$ cat src/rtl/uart_regfront.sv
module uart_regfront #(
  parameter int DW = 8
) (
  input  logic          clk,
  input  logic          rst_n,
  input  logic          bus_addr,
  input  logic          bus_wr,
  input  logic          bus_rd,
  input  logic [DW-1:0] bus_wdata,
  output logic [DW-1:0] bus_rdata,
  input  logic          tx_en,
  input  logic          rx_en,
  input  logic [1:0]    char_len,
  input  logic          ie_rxc,
  input  logic          ie_txc,
  input  logic          ie_dre,
  input  logic          sh_ready,
  input  logic          tx_done,
  input  logic          txc_ack,
  output logic          tx_load,
  output logic [DW-1:0] tx_data,
  input  logic          rx_valid,
  input  logic [DW-1:0] rx_data,
  input  logic          rx_ferr,
  input  logic          rx_perr,
  output logic          irq_rxc,
  output logic          irq_txc,
  output logic          irq_dre,
  output logic          dbl_speed,
  output logic          mp_mode
);
  localparam logic ADDR_DATA = 1'b0;
  localparam logic ADDR_STAT = 1'b1;
  localparam logic [1:0] FULL = 2'd2;

  logic [DW-1:0] hold, d0, d1;
  logic          dre, txc, u2x, mpcm;
  logic [1:0]    cnt;
  logic          fe0, fe1, pe0, pe1, or0, or1;

  wire [DW-1:0] mask   = {DW{1'b1}} >> ({{(DW-2){1'b0}}, 2'd3 - char_len} + DW - 8);
  wire          wr_dat = bus_wr & (bus_addr == ADDR_DATA);
  wire          wr_st  = bus_wr & (bus_addr == ADDR_STAT);
  wire          rxc    = (cnt != 2'd0);
  wire          pop    = bus_rd & (bus_addr == ADDR_DATA) & rxc;
  wire          rx_in  = rx_en & rx_valid;
  wire          push   = rx_in & ((cnt != FULL) | pop);
  wire          ovr    = rx_in & (cnt == FULL) & ~pop;
  wire [DW-1:0] rx_m   = rx_data & mask;
  wire [7:0]    status = {rxc, txc, dre, fe0 & rxc, or0 & rxc, pe0 & rxc, u2x, mpcm};

  assign tx_load   = tx_en & ~dre & sh_ready;
  assign tx_data   = hold & mask;
  assign bus_rdata = (bus_addr == ADDR_STAT) ? DW'(status) : (rxc ? d0 : '0);
  assign irq_rxc   = rxc & ie_rxc;
  assign irq_txc   = txc & ie_txc;
  assign irq_dre   = dre & ie_dre;
  assign dbl_speed = u2x;
  assign mp_mode   = mpcm;

  always_ff @(posedge clk) begin
    if (!rst_n) begin
      hold <= '0;
      dre  <= 1'b1;
      txc  <= 1'b0;
      u2x  <= 1'b0;
      mpcm <= 1'b0;
    end else begin
      if (wr_dat && dre) begin
        hold <= bus_wdata;
        dre  <= 1'b0;
      end else if (tx_load) begin
        dre  <= 1'b1;
      end
      if (tx_done && dre)                    txc <= 1'b1;
      else if (txc_ack || (wr_st && bus_wdata[6])) txc <= 1'b0;
      if (wr_st) begin
        u2x  <= bus_wdata[1];
        mpcm <= bus_wdata[0];
      end
    end
  end

  always_ff @(posedge clk) begin
    if (!rst_n || !rx_en) begin
      cnt <= 2'd0;
      d0  <= '0;  d1  <= '0;
      fe0 <= 1'b0; fe1 <= 1'b0;
      pe0 <= 1'b0; pe1 <= 1'b0;
      or0 <= 1'b0; or1 <= 1'b0;
    end else begin
      case ({push, pop})
        2'b10: begin
          if (cnt == 2'd0) begin
            d0 <= rx_m; fe0 <= rx_ferr; pe0 <= rx_perr; or0 <= 1'b0;
          end else begin
            d1 <= rx_m; fe1 <= rx_ferr; pe1 <= rx_perr; or1 <= 1'b0;
          end
          cnt <= cnt + 2'd1;
        end
        2'b01: begin
          d0 <= d1; fe0 <= fe1; pe0 <= pe1; or0 <= or1;
          or1 <= 1'b0;
          cnt <= cnt - 2'd1;
        end
        2'b11: begin
          if (cnt == 2'd1) begin
            d0 <= rx_m; fe0 <= rx_ferr; pe0 <= rx_perr; or0 <= 1'b0;
          end else begin
            d0 <= d1; fe0 <= fe1; pe0 <= pe1; or0 <= or1;
            d1 <= rx_m; fe1 <= rx_ferr; pe1 <= rx_perr; or1 <= 1'b0;
          end
        end
        default: ;
      endcase
      if (ovr) or1 <= 1'b1;
    end
  end

  // a write while the holding register is busy leaves it unchanged
  a_r2_drop_busy_write: assert property (@(posedge clk) disable iff (!rst_n)
    (wr_dat && !dre) |=> $stable(hold));
  // a handoff frees the holding register
  a_r3_load_frees: assert property (@(posedge clk) disable iff (!rst_n)
    tx_load |=> dre);
  // the queue never holds more than two entries
  a_r6_no_overflow: assert property (@(posedge clk) disable iff (!rst_n)
    cnt <= FULL);
  // a disabled receiver leaves an empty queue
  a_r8_flush: assert property (@(posedge clk) disable iff (!rst_n)
    !rx_en |=> !rxc);
  // frame end with nothing waiting raises transmit complete
  a_r9_txc_set: assert property (@(posedge clk) disable iff (!rst_n)
    (tx_done && dre) |=> txc);
  // acknowledge without a new frame end clears transmit complete
  a_r10_ack_clears: assert property (@(posedge clk) disable iff (!rst_n)
    (txc_ack && !tx_done) |=> !txc);
endmodule

$ cat config.mk
export PLATFORM = sky130hd
export DESIGN_NAME = uart_regfront
export DESIGN_NICKNAME = d
export VERILOG_FILES = /design/src/rtl/uart_regfront.sv
export SDC_FILE = /design/constraint.sdc
export NUM_CORES = 1
export LEC_CHECK = 0
export CORE_UTILIZATION = 44
export DETAILED_ROUTE_END_ITERATION = 12
export GPL_ROUTABILITY_DRIVEN = 0
export PLACE_DENSITY = 0.78
export REMOVE_ABC_BUFFERS = 1
export SLEW_MARGIN = 20
export SYNTH_ARGS = -nofsm -noshare
export SYNTH_HDL_FRONTEND = slang
export SYNTH_SLANG_ARGS = --single-unit
$ cat constraint.sdc
create_clock -name clk -period 5.2 [get_ports clk]
set_clock_uncertainty 0.2 [all_clocks]
set_input_delay 0.78 -clock clk [delete_from_list [all_inputs] [get_ports clk]]
set_output_delay 0.78 -clock clk [all_outputs]
set_load 0.01 [all_outputs]
Word level (Yosys, flattened, before mapping)
Index checks and enable logic that the tools add are counted.

cells by class
  reductions and logical operators = 18
  eq/ne operators = 11
  add/sub/neg operators = 5
  shift-type cells = 1
  multiplexer cells = 32
  bitwise gates (word level) = 22

operators with widths
  kind                                                                    number
  8-bit 2-to-1 mux                                                        6
  8-bit by 32-bit right shift with 8-bit output (first input constant)    1
  8-bit one-hot mux with 3 select lines                                   1
  1-bit 2-to-1 mux                                                        17
  1-bit AND                                                               16
  8-bit AND                                                               2
  8-bit one-hot mux with 2 select lines                                   1
  1-bit one-hot mux with 3 select lines                                   4
  2-bit nonzero test                                                      5
  2-bit inequality test (second input constant)                           4
  2-bit equality test (second input constant)                             3
  3-bit inequality test (second input constant)                           2
  3-bit AND reduction                                                     2
  5-bit by 4-bit subtractor with 6-bit output (second input constant)     1
  2-bit by 4-bit adder with 5-bit output (second input constant)          1
  2-bit by 1-bit equality test with 1-bit output (second input constant)  2
  1-bit one-hot mux with 2 select lines                                   2
  2-bit one-hot mux with 2 select lines                                   1
  4-bit nonzero test                                                      1
  1-bit logical AND                                                       3
  1-bit inverter                                                          3
  3-bit nonzero test                                                      1
  2-bit by 1-bit adder with 2-bit output (second input constant)          1
  1-bit zero test                                                         2
  6 further kinds                                                         7

word-level totals
  output and inout port bits = 22
  bits in registers = 36

Logic depth before layout (Yosys ltp)
Gate-level depths: netlist of the first run.

  depth in word-level cells = 8
  mapped depth = 8
  gate-level depth less buffers = 6

Worst setup path before layout of the first run
Ideal clock, no wire load.

  kind = input to output
  from = in bus_addr
  to = out bus_rdata[2]
  arrival time = 1.486 ns
  cell stages on the path = 4
  required time = 4.220 ns
  path slack = 2.734 ns
  cell sequence = buf_6 -> clkbuf_1 -> mux2i_1 -> nor2_1

on the way
  word-level cells in the longest chain between the ends = 1

RTL lines
  item                line  text
  start: declaration  6     input logic bus_addr,
  8-bit 2-to-1 mux    54    assign bus_rdata = (bus_addr == ADDR_STAT) ? DW'(status) : (rxc ? d0 : '0);
  end: declaration    10    output logic [DW-1:0] bus_rdata,

No other way between the ends.

Worst setup path in the final report of the first run
  from = in bus_addr
  to = out bus_rdata[5]

Same word-level chain as after synthesis.

==> impl_metrics.tcl, run 1 <==
set metrics [dict create \
    synth_compound_area_share_pct 22.63 \
    clock-root-buffer "clkbuf_8" \
    io_pins 56 \
    io_buffer_count 55 \
    worst_slack_ns 1.652 \
    synth-simple-area-share_pct 23.97 \
    synth_top_family_by_area "simple AND/OR/NAND/NOR gates" \
    place_inst 321 \
    nets 317 \
    die_h_um 66.99 \
    worstPathArrival_ns 2.57 \
    via_count 1777 \
    startpoint_type "input pin" \
    synth_cell_types 36 \
    synth_edf_count 0 \
    post-dp-hpwl_um 3160 \
    drt-total-wl_um 4562 \
    dr.pass1.iters 4 \
    die_x_um 66.99 \
    path_class "input pin to output pin" \
    initial_core_util_pct 46.12 \
    ir_worst_vdd_mv 0.1610 \
    worst_slew_pin_slew_ns 0.6598 \
    wire_per_inst_um 13.87 \
    post_cts_resize_count 0 \
    status "finished clean" \
    max_slew_margin_pct 54.76 \
    postSynthAreaPerCell_um2 7.907 \
    stdcell_count 329 \
    drt_iter0_drc 95 \
    cts_inserted_buffers 5 \
    viasPerCell 5.401 \
    startpoint "bus_addr" \
    maxCapViolCount 0 \
    row_count 23 \
    final_cell_area_mm2 0.002445 \
    core_mm2 0.004029 \
    period_share_pct 68.23 \
    dominantRegCellSynth "dfxtp_1" \
    ctsHoldBuffers 0 \
    fin_crit_ns 3.548 \
    fillCellCount 370 \
    hold_start "or1$_SDFFE_PP0P_" \
    drcViolationCount 0 \
    p_per_area_mw_per_mm2 238.7 \
    muxShareOfSynthArea_pct 3.838 \
    whs_ns 0.2672 \
    required_ns 4.22 \
    ant_nets 0 \
    tritoncts "yes" \
    clock_path_buffers 2 \
    antenna_cells 0 \
    worstSkewPairLatency_ns 0.28 \
    grtUsageTotal_pct 20.39 \
    fmax_mhz 281.8 \
    hold_path.class "flip-flop to flip-flop" \
    grt_pass1_vias 1490 \
    clk_pin_slew_ns 0.07 \
    cts_num_sinks 36 \
    ys_seq_area_share_pct 38.79 \
    setup_viol 0 \
    finalHoldViolCount 0 \
    syn_to_final_growth_pct 31.58 \
    fin_setup_tns_ns 0 \
    dieArea_mm2 0.004487 \
    synth_xor_area_share_pct 0.4714 \
    async_flop_share_pct 0 \
    antenna_found_initial 0 \
    reg2reg_from "cnt[1]$_SDFFE_PP0P_" \
    p_leak_nw 0.8768 \
    grt_start_max_net_pins 21 \
    synth_area_mm2 0.001858 \
    syn_inst 235 \
    yosysWarningCount 0 \
    grt_pass1_wl_um 6865 \
    htreeDepth 2 \
    rsz0062_at_grt "no" \
    cp-end-kind "output pin" \
    cts_setup_buffers 0 \
    drive_gt1_share_pct 4.301 \
    grt-ovfl-total 0 \
    crit_fanout 19 \
    synth-seq-cells 36 \
    place_area_mm2 0.002357 \
    pre_cts_ws_ns 1.651 \
    drv_slew 0 \
    synthAdderAreaFrac_pct 3.367 \
]
[final timing paths]
| kind | depth (start not counted) | end | slack [ns] |
|---|---|---|---|
| worst min-delay path | 2 | or0$_SDFFE_PP0P_ | 0.27 |
| worst max register to register | 6 | d1[7]$_SDFFE_PP0P_ | 2.38 |
| worst max-delay path | 4 | bus_rdata[5] | 1.65 |
| worst min register to register | 2 | or0$_SDFFE_PP0P_ | 0.27 |
[worst max-delay path, cell delays in order]
cell and delay, ns:
clkdlybuf4s50_1 0.77, nand2b_1 0.32, o21ai_0 0.14, clkdlybuf4s50_1 0.55
[logic make-up after synthesis]
family | after synthesis
AO/OA/AOI/OAI | 72
XOR/XNOR | 1
buffers and inverters | 23
multiplexers | 7
flip-flops | 36
adder cells (fa/ha/maj) | 5
AND/OR/NAND/NOR | 91
[per-stage QoR]
stage | total power, mW | util [%]
floorplan | 0.3383 | -
global placement | 0.3933 | 58.51
detailed placement | 0.3946 | 58.51
CTS | 0.5869 | 60.68
global route | 0.6099 | 60.68
finish | 0.5835 | 60.68
[per-layer routing]
layer / vias to the layer above / track usage, % / share of wire (%)
met3: 2 / 4.623 / 6.9
met5: - / 0 / 0
met4: 0 / 6.649 / 0.55
met1: 815 / 25.16 / 46
met2: 59 / 34.60 / 47
li1: 901 / - / -
[sequential cells by signal, summed over array words and instances (netlist names), 2 cells and up]
name,flops
cnt,2
d1,8
hold,8
d0,8
[synth_stat cells, drive strengths merged, types with 2 or more instances]
master / instances / area, µm²
or3: 2 / 12.51
nand3b: 3 / 22.52
nor2b: 3 / 18.77
o21ai: 29 / 145.1
mux2i: 6 / 60.06
a31oi: 8 / 50.05
and2: 6 / 37.54
nand2b: 4 / 25.02
nand3: 14 / 70.07
a21oi: 21 / 116.4
clkbuf: 5 / 20.01
ha: 5 / 62.56
nand2: 44 / 165.2
nor2: 8 / 30.03
inv: 4 / 15.01
dfxtp: 36 / 720.7
and3: 2 / 12.51
a21boi: 9 / 67.56
buf: 14 / 93.84
[layout make-up]
type                       count  area [µm²]  area share (%)
timing repair buffer          55       550.5           22.52
clock buffer                   5       68.82           2.815
inverter                       4       15.01          0.6141
sequential                    36       720.7           29.48
multi-input combinational    176        1008           41.25
clock inverter                 3       18.77          0.7677
tap                           50       62.56           2.559
[report_power, final]
group	leakage, nW	internal, mW	switching, mW
Combinational	0.536	0.0503	0.0481
Sequential	0.293	0.285	0.00542
Clock	0.0479	0.0933	0.101
Total	0.877	0.429	0.155
[cell usage in the layout (no fill, tap or decap), types with 2 or more instances in the layout]
master           Yosys  layout
a21boi_0             9       9
a21oi_1             20      20
a31oi_1              8       8
and2_1               6       6
and3_1               2       2
clkbuf_8             0       5
clkdlybuf4s50_1      0      55
clkinv_2             0       2
dfxtp_1             36      36
ha_1                 5       5
inv_1                4       4
mux2i_1              6       6
nand2_1             44      44
nand2b_1             4       4
nand3_1             14      14
nand3b_1             3       3
nor2_1               8       8
nor2b_1              3       3
o21ai_0             29      29
or3_1                2       2
Power figures use the tool's default switching activity.
==> inputs of run 2 (changes only) <==
Settings changed: CORE_UTILIZATION 44 to 42.
Clock period 5.2 ns to 2.9 ns, I/O delays scaled along.
==> run 2 against run 1 <==
Effect of this change:
- critical path depth did not move
- first-iteration DRC count fell by 4.2%
- sequential cell count did not move
- cell area rose by 3.1%
- hold slack got worse by 0.0058 ns
- setup slack got worse by 1.4 ns
- largest power group unchanged
==> impl_metrics.tcl, run 2 (synthesized netlist as in run 1, its figures left out) <==
set metrics [dict create \
    status "finished clean" \
    antenna_found_initial 0 \
    fin_setup_tns_ns 0 \
    core_mm2 0.004115 \
    layout_common_cells "clkdlybuf4s50_1, nand2_1, dfxtp_1" \
    ir_worst_vdd_mv 0.2071 \
    grt_start_max_net_pins 21 \
    cts_inserted_buffers 5 \
    clk_pin_slew_ns 0.07 \
    drt-total-wl_um 4615 \
    r2r_setup_slack_ns 0.50 \
    path_buf_inv 2 \
    cts_setup_buffers 0 \
    cts_num_sinks 36 \
    ant_nets 0 \
    antenna_cells 0 \
    p_int_uw 909.8 \
    tritoncts "yes" \
    fmax_mhz 381.7 \
    reg.largest.list "d0 (8), d1 (8), hold (8)" \
    nets 322 \
    layout_commonest_cell "clkdlybuf4s50_1" \
    ctsHoldBuffers 0 \
    path_cells "inv_1, ha_1, o21ai_0, clkdlybuf4s50_1" \
    wire_per_inst_um 13.82 \
    startpoint_type "flip-flop" \
    io_pins 56 \
    p_comb_share_pct 15.2 \
    seqCellArea_um2 720.7 \
    post_cts_resize_count 0 \
    clock-root-buffer "clkbuf_8" \
    total_power_mw 1.192 \
    switchingPower_uw 282.4 \
    drv_slew 0 \
    via_count 1791 \
    grt_pass1_vias 1627 \
    required_ns 2.27 \
    fin_crit_ns 2.620 \
    cp-end-kind "output pin" \
    final_cell_area_mm2 0.002521 \
    worst_slew_pin_slew_ns 0.5517 \
    fillCellCount 372 \
    p_clk_share_pct 41.1 \
    htreeDepth 2 \
    critPathTopFamily "buffers and inverters" \
    viasPerCell 5.362 \
    setup_viol 0 \
    drt_iter0_drc 91 \
    die_x_um 68.51 \
    io_buffer_count 55 \
    slowest_stage "ha_1" \
    clock_path_buffers 2 \
    grt-ovfl-total 0 \
    grtUsageTotal_pct 21.18 \
    maxCapViolCount 0 \
    place_area_mm2 0.002395 \
    max_slew_margin_pct 63.22 \
    drcViolationCount 0 \
    period_share_pct 90.33 \
    rsz0062_at_grt "no" \
    syn_to_final_growth_pct 35.69 \
    multiInputGateArea_mm2 0.001008 \
    finalHoldViolCount 0 \
    worstSkewPairLatency_ns 0.29 \
    dr.pass1.iters 4 \
    grt_pass1_wl_um 7265 \
    pre_cts_ws_ns 0.3730 \
    die_h_um 68.51 \
    dieArea_mm2 0.004694 \
    row_count 23 \
    p_leak_nw 0.9183 \
    power.share.sequential_pct 43.8 \
    p_per_area_mw_per_mm2 472.9 \
    hold_path.class "flip-flop to flip-flop" \
    worstPathArrival_ns 1.98 \
    switching_share_pct 23.68 \
    cpPeakStageDelay_ns 0.53 \
    drive_gt1_share_pct 5.986 \
    post-route-util_pct 61.26 \
    worst_slack_ns 0.2803 \
    post-dp-hpwl_um 3195 \
    crit_fanout 13 \
    path_class "flip-flop to output pin" \
    initial_core_util_pct 45.15 \
]
run 2: final cells by class:
type / count / share of cell area, %
Multi-Input combinational cell: 176 / 40.00
Tap cell: 50 / 2.481
Clock inverter: 1 / 1.191
Sequential cell: 36 / 28.59
Clock buffer: 7 / 3.821
Inverter: 4 / 0.5955
Timing Repair Buffer: 60 / 23.33
run 2: final timing paths:
| check | from | to | cells after the start |
|---|---|---|---|
| setup / recovery | cnt[1]$_SDFFE_PP0P_ | bus_rdata[5] | 4 |
| hold / removal | hold[7]$_SDFFE_PN0P_ | hold[7]$_SDFFE_PN0P_ | 2 |
| setup reg to reg | cnt[1]$_SDFFE_PP0P_ | d1[5]$_SDFFE_PP0P_ | 6 |
| hold reg to reg | hold[7]$_SDFFE_PN0P_ | hold[7]$_SDFFE_PN0P_ | 2 |
run 2: power groups by stage:
stage                     sequential [mW]  clock, mW  combinational, mW
after detailed placement            0.533          0              0.180
after global placement              0.533          0              0.178
after CTS                           0.522      0.497              0.181
after floorplan                     0.533          0             0.0737
final                               0.522      0.490              0.181
after global routing                0.524      0.512              0.200
run 2: per-layer routing:
metal  vias up  part of all wire (%)  track usage [%]
met3        10                   8.0            6.579
met5         -                     0                0
met4         0                   1.9            5.729
met1       815                    42            23.07
li1        910                     -                -
met2        56                    48            39.09
run 2: worst reg2reg max path, stage by stage (launching register included):
cell	delay, ns
dfxtp_1	0.38
inv_1	0.12
ha_1	0.39
nor3b_2	0.26
mux2_2	0.45
or3_1	0.39
a21oi_1	0.14
run 2: stage by stage:
stage,hold slack (ns),std cells
finish,0.2614,334
global route,0.2855,334
CTS,0.2677,334
detailed placement,0.2497,326
global placement,0.2423,326
floorplan,0.2321,216
==> inputs of run 3 (changes only) <==
==> constraint.sdc (replaced) <==
create_clock -name clk -period 2.9 [get_ports clk]
set_clock_uncertainty 0.2 [all_clocks]
set_input_delay 0.58 -clock clk [delete_from_list [all_inputs] [get_ports clk]]
set_output_delay 0.58 -clock clk [all_outputs]
set_load 0.01 [all_outputs]
==> run 3 against run 2 <==
Effect of this change:
- setup slack worse by 0.21 ns
- critical path depth is 1 higher
- cell area is essentially flat
- die area unchanged
- register-to-register slack is essentially flat
- sequential share of layout area is essentially flat
- first-iteration DRC count rose by 6.6%
- final cell count is 0.60% higher
- hold slack worse by 0.0053 ns
==> impl_metrics.tcl, run 3 (synthesized netlist as in run 1, its figures left out) <==
set metrics [dict create \
    status "finished clean" \
    grt_start_max_net_pins 21 \
    reg2reg_from "cnt[0]$_SDFFE_PP0P_" \
    htreeDepth 2 \
    p_leak_nw 0.9300 \
    period_share_pct 97.52 \
    antenna_found_initial 0 \
    max_slew_margin_pct 62.48 \
    drive_gt1_share_pct 6.294 \
    reg2regPathDepth 6 \
    tritoncts "yes" \
    fin_setup_tns_ns 0 \
    grt-ovfl-total 0 \
    viasPerCell 5.295 \
    ant_nets 0 \
    grt_pass1_wl_um 7355 \
    layout_commonest_cell "clkdlybuf4s50_1" \
    worstPathArrival_ns 2.05 \
    drt_iter0_drc 97 \
    setup_viol 0 \
    path_class "input pin to output pin" \
    clock-root-buffer "clkbuf_8" \
    drt-total-wl_um 4545 \
    nets 324 \
    hold_start "or1$_SDFFE_PP0P_" \
    fmax_mhz 353.6 \
    layout_common_cells "clkdlybuf4s50_1, nand2_1, dfxtp_1" \
    cp-end-kind "output pin" \
    rsz0062_at_grt "no" \
    antenna_cells 0 \
    r2r_setup_slack_ns 0.49 \
    wire_per_inst_um 13.53 \
    finalHoldViolCount 0 \
    grt_pass1_vias 1650 \
    p_per_area_mw_per_mm2 427.0 \
    syn_to_final_growth_pct 35.56 \
    worstSkewPairLatency_ns 0.28 \
    row_count 23 \
    hold_path.class "flip-flop to flip-flop" \
    crit_fanout 19 \
    die_h_um 68.51 \
    min_to "or0$_SDFFE_PP0P_" \
    grtUsageTotal_pct 21.32 \
    ir_worst_vdd_mv 0.2046 \
    reg.largest.list "d0 (8), d1 (8), hold (8)" \
    cts_num_sinks 36 \
    drv_slew 0 \
    startpoint_type "input pin" \
    clock_path_buffers 2 \
    required_ns 2.12 \
    worst_slack_ns 0.07198 \
    post-dp-hpwl_um 3230 \
    dr.pass1.iters 4 \
    drcViolationCount 0 \
    die_x_um 68.51 \
    dieArea_mm2 0.004694 \
    io_buffer_count 55 \
    clk_pin_slew_ns 0.07 \
    core_mm2 0.004115 \
    worst_slew_pin_slew_ns 0.5629 \
    via_count 1779 \
    initial_core_util_pct 45.15 \
    ctsHoldBuffers 0 \
    total_power_mw 1.076 \
    r2r_end "d1[7]$_SDFFE_PP0P_" \
    cts_inserted_buffers 5 \
    fin_crit_ns 2.828 \
    pre_cts_ws_ns 0.06663 \
    io_pins 56 \
    maxCapViolCount 0 \
    whs_path_depth 2 \
]
## run 3: timing repair
item / CTS / global route
setup endpoints to repair: 0 / 1
buffers inserted: 0 / 0
hold endpoints to repair: 0 / 0
gates resized for setup: 0 / 1
## run 3: worst max path at each step
stage,startpoint,to,slack (ns)
floorplan,cnt[0]$_SDFFE_PP0P_,d1[7]$_SDFFE_PP0P_,0.51
global placement,bus_addr,bus_rdata[1],0.11
detailed placement,bus_addr,bus_rdata[5],0.07
CTS,bus_addr,bus_rdata[5],0.07
global route,bus_addr,bus_rdata[5],0.0004
finish,bus_addr,bus_rdata[5],0.07
## run 3: cell type report
| cell class | instances | area [µm²] |
|---|---|---|
| clock buffer | 7 | 86.33 |
| clock inverter | 1 | 7.507 |
| fill | 382 | 1597 |
| inverter | 4 | 15.01 |
| multi-input combinational | 176 | 1008 |
| sequential | 36 | 720.7 |
| tap | 50 | 62.56 |
| timing repair buffer | 62 | 618.1 |
## run 3: metal layers
metal / part of all wire, % / GRT usage [%] / up-vias / routed length (µm)
li1: - / - / 912 / -
met1: 43 / 24.29 / 808 / 1941
met2: 49 / 37.38 / 53 / 2212
met3: 7.2 / 6.250 / 6 / 328
met4: 1.4 / 7.813 / 0 / 63
met5: 0 / 0 / - / 0
## run 3: critical path, stage by stage
cell and delay, ns:
clkdlybuf4s50_1 0.45, buf_12 0.17, nand2b_1 0.14, o21ai_0 0.15, clkdlybuf4s50_1 0.56
## run 3: where the power goes
part           internal [mW]  switching, mW
Combinational         0.0982         0.0865
Clock                  0.193          0.176
Sequential             0.512         0.0101
## run 3: stage by stage
stage | util (%) | instances | hold slack [ns] | area, µm²
finish | 61.20 | 336 | 0.2561 | 2519
global route | 61.20 | 336 | 0.2810 | 2519
CTS | 61.14 | 336 | 0.2604 | 2516
detailed placement | 58.86 | 328 | 0.2502 | 2422
global placement | 58.86 | 328 | 0.2403 | 2422
floorplan | - | 216 | 0.2321 | 1744
